$ cat src/rtl/gpio_ctrl_pkg.sv
package gpio_ctrl_pkg;
  localparam logic [1:0] REGION_DATA = 2'd0;
  localparam logic [1:0] REGION_CTRL = 2'd1;

  typedef enum logic [3:0] {
    IDX_DIR  = 4'd0,
    IDX_ALT  = 4'd1,
    IDX_LVL  = 4'd2,
    IDX_DUAL = 4'd3,
    IDX_POL  = 4'd4,
    IDX_EN   = 4'd5,
    IDX_RAW  = 4'd6,
    IDX_MSK  = 4'd7,
    IDX_CLR  = 4'd8
  } ctrl_idx_e;
endpackage

$ cat src/rtl/gpio_sync.sv
module gpio_sync #(
  parameter int W = 24
) (
  input  logic         clk,
  input  logic         rst_n,
  input  logic [W-1:0] d,
  output logic [W-1:0] q
);
  logic [W-1:0] meta;

  always_ff @(posedge clk or negedge rst_n) begin
    if (!rst_n) begin
      meta <= '0;
      q    <= '0;
    end else begin
      meta <= d;
      q    <= meta;
    end
  end
endmodule

$ cat src/rtl/gpio_bank.sv
module gpio_bank #(
  parameter int W = 8
) (
  input  logic         clk,
  input  logic         rst_n,
  input  logic         wr_data,
  input  logic [W-1:0] wr_mask,
  input  logic         wr_dir,
  input  logic         wr_alt,
  input  logic [W-1:0] wdata,
  input  logic [W-1:0] pin_sync,
  output logic [W-1:0] dout,
  output logic [W-1:0] dir,
  output logic [W-1:0] alt,
  output logic [W-1:0] view
);
  always_ff @(posedge clk or negedge rst_n) begin
    if (!rst_n) begin
      dout <= '0;
      dir  <= '0;
      alt  <= '0;
    end else begin
      if (wr_data) dout <= (dout & ~wr_mask) | (wdata & wr_mask);
      if (wr_dir)  dir  <= wdata;
      if (wr_alt)  alt  <= wdata;
    end
  end

  assign view = (dir & dout) | (~dir & pin_sync);
endmodule

$ cat src/rtl/gpio_irq_unit.sv
module gpio_irq_unit #(
  parameter int W     = 8,
  parameter int NSOLO = 3
) (
  input  logic           clk,
  input  logic           rst_n,
  input  logic [W-1:0]   pin_sync,
  input  logic           wr_lvl,
  input  logic           wr_dual,
  input  logic           wr_pol,
  input  logic           wr_en,
  input  logic [W-1:0]   wdata,
  input  logic [W-1:0]   clr,
  output logic [W-1:0]   lvl,
  output logic [W-1:0]   dual,
  output logic [W-1:0]   pol,
  output logic [W-1:0]   en,
  output logic [W-1:0]   lat,
  output logic [W-1:0]   raw,
  output logic [W-1:0]   masked,
  output logic [NSOLO:0] irq
);
  logic [W-1:0] prev, rise, fall, hit;

  always_ff @(posedge clk or negedge rst_n) begin
    if (!rst_n) begin
      lvl  <= '0;
      dual <= '0;
      pol  <= '0;
      en   <= '0;
      prev <= '0;
      lat  <= '0;
    end else begin
      if (wr_lvl)  lvl  <= wdata;
      if (wr_dual) dual <= wdata;
      if (wr_pol)  pol  <= wdata;
      if (wr_en)   en   <= wdata;
      prev <= pin_sync;
      lat  <= (lat & ~clr) | hit;
    end
  end

  assign rise   = pin_sync & ~prev;
  assign fall   = ~pin_sync & prev;
  assign hit    = ~lvl & ((dual & (rise | fall)) | (~dual & pol & rise) | (~dual & ~pol & fall));
  assign raw    = (lvl & ~(pin_sync ^ pol)) | (~lvl & lat);
  assign masked = raw & en;

  for (genvar i = 0; i < NSOLO; i++) begin : g_solo
    assign irq[i] = masked[i];
  end
  assign irq[NSOLO] = |masked[W-1:NSOLO];
endmodule

$ cat src/rtl/gpio_ctrl.sv
module gpio_ctrl
  import gpio_ctrl_pkg::*;
#(
  parameter int NBANKS = 3,
  parameter int BW     = 8,
  parameter int NSOLO  = 3,
  parameter int AW     = 12
) (
  input  logic                 clk,
  input  logic                 rst_n,
  input  logic                 bus_we,
  input  logic [AW-1:0]        bus_addr,
  input  logic [BW-1:0]        bus_wdata,
  output logic [BW-1:0]        bus_rdata,
  input  logic [NBANKS*BW-1:0] gpio_in,
  output logic [NBANKS*BW-1:0] gpio_out,
  output logic [NBANKS*BW-1:0] gpio_oe,
  output logic [NBANKS*BW-1:0] alt_sel,
  output logic [NSOLO:0]       irq_o
);
  localparam int NPINS = NBANKS * BW;

  logic [1:0]      region;
  logic [1:0]      bank;
  ctrl_idx_e       idx;
  logic            ctrl_wr;
  logic [NPINS-1:0] pin_sync;

  assign region  = bus_addr[AW-1:AW-2];
  assign bank    = bus_addr[AW-3:AW-4];
  assign idx     = ctrl_idx_e'(bus_addr[3:0]);
  assign ctrl_wr = bus_we && region == REGION_CTRL;

  gpio_sync #(.W(NPINS)) u_sync (
    .clk(clk), .rst_n(rst_n), .d(gpio_in), .q(pin_sync)
  );

  logic [BW-1:0] dout_a [NBANKS];
  logic [BW-1:0] dir_a  [NBANKS];
  logic [BW-1:0] alt_a  [NBANKS];
  logic [BW-1:0] view_a [NBANKS];

  for (genvar b = 0; b < NBANKS; b++) begin : g_bank
    logic hit_bank;
    assign hit_bank = bank == 2'(b);
    gpio_bank #(.W(BW)) u_bank (
      .clk(clk), .rst_n(rst_n),
      .wr_data(bus_we && region == REGION_DATA && hit_bank),
      .wr_mask(bus_addr[BW-1:0]),
      .wr_dir(ctrl_wr && hit_bank && idx == IDX_DIR),
      .wr_alt(ctrl_wr && hit_bank && idx == IDX_ALT),
      .wdata(bus_wdata),
      .pin_sync(pin_sync[b*BW +: BW]),
      .dout(dout_a[b]), .dir(dir_a[b]), .alt(alt_a[b]), .view(view_a[b])
    );
    assign gpio_out[b*BW +: BW] = dout_a[b];
    assign gpio_oe[b*BW +: BW]  = dir_a[b] & ~alt_a[b];
    assign alt_sel[b*BW +: BW]  = alt_a[b];
  end

  logic          irq_wr;
  logic [BW-1:0] clr_vec;
  logic [BW-1:0] irq_lvl, irq_dual, irq_pol, irq_en, edge_lat, irq_raw, irq_msk;

  assign irq_wr  = ctrl_wr && bank == 2'd0;
  assign clr_vec = (irq_wr && idx == IDX_CLR) ? bus_wdata : '0;

  gpio_irq_unit #(.W(BW), .NSOLO(NSOLO)) u_irq (
    .clk(clk), .rst_n(rst_n),
    .pin_sync(pin_sync[BW-1:0]),
    .wr_lvl(irq_wr && idx == IDX_LVL),
    .wr_dual(irq_wr && idx == IDX_DUAL),
    .wr_pol(irq_wr && idx == IDX_POL),
    .wr_en(irq_wr && idx == IDX_EN),
    .wdata(bus_wdata), .clr(clr_vec),
    .lvl(irq_lvl), .dual(irq_dual), .pol(irq_pol), .en(irq_en),
    .lat(edge_lat), .raw(irq_raw), .masked(irq_msk), .irq(irq_o)
  );

  always_comb begin
    bus_rdata = '0;
    for (int b = 0; b < NBANKS; b++) begin
      if (bank == 2'(b)) begin
        if (region == REGION_DATA) begin
          bus_rdata = view_a[b] & bus_addr[BW-1:0];
        end else if (region == REGION_CTRL) begin
          if (idx == IDX_DIR) bus_rdata = dir_a[b];
          if (idx == IDX_ALT) bus_rdata = alt_a[b];
          if (b == 0) begin
            case (idx)
              IDX_LVL:  bus_rdata = irq_lvl;
              IDX_DUAL: bus_rdata = irq_dual;
              IDX_POL:  bus_rdata = irq_pol;
              IDX_EN:   bus_rdata = irq_en;
              IDX_RAW:  bus_rdata = irq_raw;
              IDX_MSK:  bus_rdata = irq_msk;
              default:  ;
            endcase
          end
        end
      end
    end
  end
endmodule

$ cat config.mk
export PLATFORM = sky130hd
export DESIGN_NAME = gpio_ctrl
export DESIGN_NICKNAME = d
export VERILOG_FILES = /design/src/rtl/gpio_ctrl_pkg.sv /design/src/rtl/gpio_sync.sv /design/src/rtl/gpio_bank.sv /design/src/rtl/gpio_irq_unit.sv /design/src/rtl/gpio_ctrl.sv
export SDC_FILE = /design/constraint.sdc
export NUM_CORES = 1
export LEC_CHECK = 0
export BUFFER_PORTS_ARGS = -buffer_cell sky130_fd_sc_hd__buf_2
export CAP_MARGIN = 20
export CORE_MARGIN = 2
export CORE_UTILIZATION = 40
export CTS_BUF_LIST = sky130_fd_sc_hd__clkbuf_16
export DETAILED_ROUTE_END_ITERATION = 12
export HOLD_SLACK_MARGIN = 0.08
export MAX_ROUTING_LAYER = met4
export SLEW_MARGIN = 10
export SYNTH_ARGS = -nofsm -noshare
export SYNTH_HDL_FRONTEND = slang
export SYNTH_SLANG_ARGS = --single-unit
$ cat constraint.sdc
create_clock -name clk -period 1.9 [get_ports clk]
set_input_delay 0.19 -clock clk [delete_from_list [all_inputs] [get_ports clk]]
set_output_delay 0.19 -clock clk [all_outputs]
set_load 0.01 [all_outputs]
== Word level (Yosys, flattened, before mapping) ==
Cells that the tools add are included.
Word-level totals
  register bits after elaboration: 168
  bits of input ports: 47
  output and inout port bits: 84
  logic and storage cells: 122
Cells by class
  equal/unequal tests: 11
  mux-type cells: 17
  bitwise gates (word level): 54
  reductions and logical operators: 23
Operators with widths (number)
  8-bit AND: 28
  8-bit 2-to-1 mux: 16
  8-bit NOT: 14
  8-bit OR: 11
  8-bit case mux with 6 select lines: 1
  1-bit logical AND: 19
  4-bit by 3-bit == test with 1-bit output (second input constant): 4
  4-bit by 2-bit == test with 1-bit output (second input constant): 2
  8-bit XOR: 1
  5-bit OR reduction: 1
  2-bit by 1-bit == test with 1-bit output (second input constant): 2
  4-bit by 1-bit == test with 1-bit output (second input constant): 1
  4-bit == test (second input constant): 1
  2-bit logical NOT: 2
  4-bit logical NOT: 1
  2-bit == test (second input constant): 1

== Depth between registers and ports, before layout ==
  word-level depth: 19
  mapped depth: 7
  gate-level depth less buffers: 5

== Modules after synthesis ==
From an unflattened synthesis, not the netlist that was laid out.
Unflattened totals
  cell total of the unflattened synthesis: 678
  area, all modules: 8404.3 µm²
By module, submodules not included
  gpio_bank: times used 3, cells each 67, area an instance 1054.8 µm², sequential area each 600.6 µm²
  gpio_irq_unit: times used 1, cells each 192, area an instance 2332.2 µm², sequential area each 1201.2 µm²
  gpio_ctrl: times used 1, cells each 237, area an instance 1706.6 µm², sequential area each 0.0 µm²
  gpio_sync: times used 1, cells each 48, area an instance 1201.2 µm², sequential area each 1201.2 µm²

== Worst setup path before layout ==
No wires, ideal clock.
  path type: register to output
  start: register u_sync.q[3]
  end: output port irq_o[3]
  data arrival time: 1.485 ns
  data required time: 1.710 ns
  path slack: 0.225 ns
  cell stages (with the launch flop): 5
  buffers on the path: 0
  path through: dfrtp_1 > xnor2_1 > mux2_2 > and2_1 > or4b_1
On the way
  cells in the longest elaborated chain, start to end: 6
RTL lines
  start, declared: line gpio_sync.sv:7  | output logic [W-1:0] q
  start signal, assigned: line gpio_sync.sv:17  | q <= meta;
  8-bit XOR: line gpio_irq_unit.sv:46  | assign raw = (lvl & ~(pin_sync ^ pol)) | (~lvl & lat);
  8-bit NOT: line gpio_irq_unit.sv:46
  8-bit AND: line gpio_irq_unit.sv:46
  8-bit OR: line gpio_irq_unit.sv:46
  8-bit AND: line gpio_irq_unit.sv:47  | assign masked = raw & en;
  5-bit OR reduction: line gpio_irq_unit.sv:52  | assign irq[NSOLO] = |masked[W-1:NSOLO];
  end, declared: line gpio_ctrl.sv:19  | output logic [NSOLO:0] irq_o
Every way passes these cells.

== Worst setup path in the final report ==
  start: register u_irq.pol[6]
  end: output port irq_o[3]
On the way
  cells in the longest elaborated chain, start to end: 6
RTL lines
  start, declared: line gpio_irq_unit.sv:16  | output logic [W-1:0] pol,
  start signal, assigned: line gpio_irq_unit.sv:36  | if (wr_pol) pol <= wdata;
  8-bit XOR: line gpio_irq_unit.sv:46
  8-bit NOT: line gpio_irq_unit.sv:46
  8-bit AND: line gpio_irq_unit.sv:46
  8-bit OR: line gpio_irq_unit.sv:46
  8-bit AND: line gpio_irq_unit.sv:47
  5-bit OR reduction: line gpio_irq_unit.sv:52
Every way passes these cells.

==> out/qor.txt <==
status = finished with violations
violated checks = negative setup slack
antenna viol nets, final = 0
CP endpoint kind = output pin
die area = 21,100 um^2
drt first pass iters = 6
area share of the largest cell type after synthesis = 52.6%
Clock Sinks = 168
Congestion Overflow GR = 0
crit-path max FO = 2
post-synthesis net count = 722
I/O Buffers = 130
sequential cell area fraction in the yosys report = 52.6%
Worst Max-Slew Pin Slew = 482 ps
Place WS = -235 ps
Area Overhead vs Synth = 32.6%
hold wc startpoint = bus_addr[5]
Clock Latency Late Sink = 430 ps
vias = 6,069
pwr dens = 809 nW/um^2
die height = 145 um
Req. time, crit path = 1710 ps
Yosys top cell by area = dfrtp_1
Worst path slowest cell = or4b_4
CP bufs+invs = 1
Peak VDD IR = 0.661 mV
most common flop cell mapped by yosys = dfrtp_1
Worst slew margin = 67.8%
post-synthesis async set-or-reset flop share = 100%
Ports = 131
cell at the root of the clock tree = clkbuf_16
TritonCTS clock tree = yes
fmax = 437 MHz
most common cell after layout, fill and taps aside = dfrtp_1
worst path cell trace = xnor2_1, mux2i_2, o22ai_1, or4b_4, buf_6
flop-to-flop setup slack = 400 ps
vias in the first global route = 6,449
antenna fix cells = 0
clock-pin slew on the worst setup and hold paths = 70 ps
syn avg cell area = 12.1 um^2
Initial Util = 40.9%
DR iter-0 viols = 381
final worst setup slack = -390 ps
final worst path period need = 2290 ps
R2R Path Start = u_sync.q[1]
Final nets = 942
Final Hold Fails = 0
clk_skew = 7.53 ps
core area = 19,500 um^2
worst reg2reg path depth = 6
post-synth cell types = 56
CP startpoint kind = register
initial antenna violation count = 0
global-route wire length before repair = 36,200 um
ranking of synthesized cells by area = dfrtp_1 (53%), mux2_2 (17%), mux2i_1 (6.5%)
EDFF count, synth = 0
DRC viols = 0
leakage = 5.17 nW
Die Width = 145 um
max incr delay on CP = 560 ps
Synth Instances = 659
HP Class = primary input to register
H-tree depth = 4
synth warn = 0
routed vias/inst = 5.25
Core Rows = 51
number of buffers created by CTS = 17
Avg WL per Cell = 19.6 um
kind of critical path = register to output pin
mapped cell area = 7990 um^2
largest net degree at the start of global routing = 46
Seq cells post-synth = 168
GP Congestion = 0.879
RSZ-0062 raised after global routing = true
post-route total power = 8.58 mW
CTS Buffer Depth = 2
routed wire length = 22,700 um
final slew viol count = 0
Critical Path AT = 2100 ps
hold path depth = 3
Max Cap Viol = 0
final setup fails = 9
most frequent cells in the layout = dfrtp_1 (162), buf_2 (126), mux2_2 (113)
Reg-to-Reg End = u_irq.lat[1]
CP top delay family = simple AND/OR/NAND/NOR gates
GRT Util Overall = 22.6%
Post-DP HPWL = 16,100 um
final period utilization = 121%
share of layout cells above drive strength 1 = 45.2%
==> routing by layer <==
layer  up-vias  share of wire (%)  track usage, %
met4         0                2.1            7.84
met5         -                  0               -
met1      3112                 46            29.8
met2       138                 49            36.4
met3        32                2.9            2.95
li1       2787                  -               -
==> metrics by stage <==
step	setup TNS [ps]	hold slack, ps	instance area [um^2]	utilization, %	instances
2_1_floorplan	0	-106	7990	-	659
3_3_place_gp	-313	160	9450	48.4	1090
3_5_place_dp	-458	171	9450	48.4	1090
4_1_cts	-2290	113	10400	53.3	1149
5_1_grt	-2730	127	10600	54.3	1155
6_report	-2140	128	10600	54.3	1155
==> cell families (layout without fill, tap and decap cells) <==
group	Yosys count	after routing	share of synthesized area (%)
multiplexers	172	172	23.4
flip-flops	168	168	52.6
AND/OR/NAND/NOR	153	153	10.2
AO/OA/AOI/OAI	88	88	7.48
buffers and inverters	54	285	2.93
adder cells (fa/ha/maj)	16	16	2.50
XOR/XNOR	8	8	0.877
==> synthesized netlist by cell type, types with 7 or more instances <==
cell,n
dfrtp_1,168
nor2b_1,36
clkbuf_1,18
xnor2_1,7
a21oi_1,17
ha_1,16
o22ai_1,9
inv_1,20
o2bb2ai_1,8
nand2_1,55
nand3_1,7
nor2_1,12
mux2i_1,52
o21ai_0,19
mux2_2,118
a32oi_1,7
buf_2,13
nand2b_1,9
==> layout make-up <==
| class | instances | area [um^2] |
|---|---|---|
| clock buffers | 17 | 425 |
| well taps | 265 | 332 |
| clock inverters | 13 | 134 |
| repair buffers | 235 | 1630 |
| flip-flops and latches | 168 | 4210 |
| fillers | 1745 | 8920 |
| inverters | 20 | 75.1 |
| multi-input cells | 437 | 3800 |
==> worst register-to-register path: stages (launching register included) <==
cell and delay, ps:
dfrtp_2 440, buf_4 150, buf_4 120, ha_1 180, mux2_2 250, o21ai_0 150
o2bb2ai_1 90
==> worst max-delay path by stage <==
stage / depth (start not counted) / from / to / slack [ps]
after floorplan: 4 / u_sync.q[3] / irq_o[3] / 230
after global placement: 8 / bus_addr[1] / bus_rdata[3] / -230
after detailed placement: 8 / bus_addr[1] / bus_rdata[3] / -230
after CTS: 7 / u_irq.pol[6] / bus_rdata[6] / -420
after global routing: 5 / u_sync.q[6] / irq_o[3] / -430
final: 5 / u_irq.pol[6] / irq_o[3] / -390
==> timing repair <==
item / CTS / global route
endpoints found under the setup margin: 9 / 9
hold endpoints to repair: 63 / 0
hold buffers: 25 / 0
pin swaps: 21 / 15
setup buffers: 4 / 6
resized for setup: 27 / 28
==> power by group <==
| part | internal, mW | switching [mW] |
|---|---|---|
| Combinational | 0.588 | 0.609 |
| Sequential | 3.82 | 0.209 |
| Clock | 1.91 | 1.44 |
No activity file was read; power rests on OpenSTA's default activity.
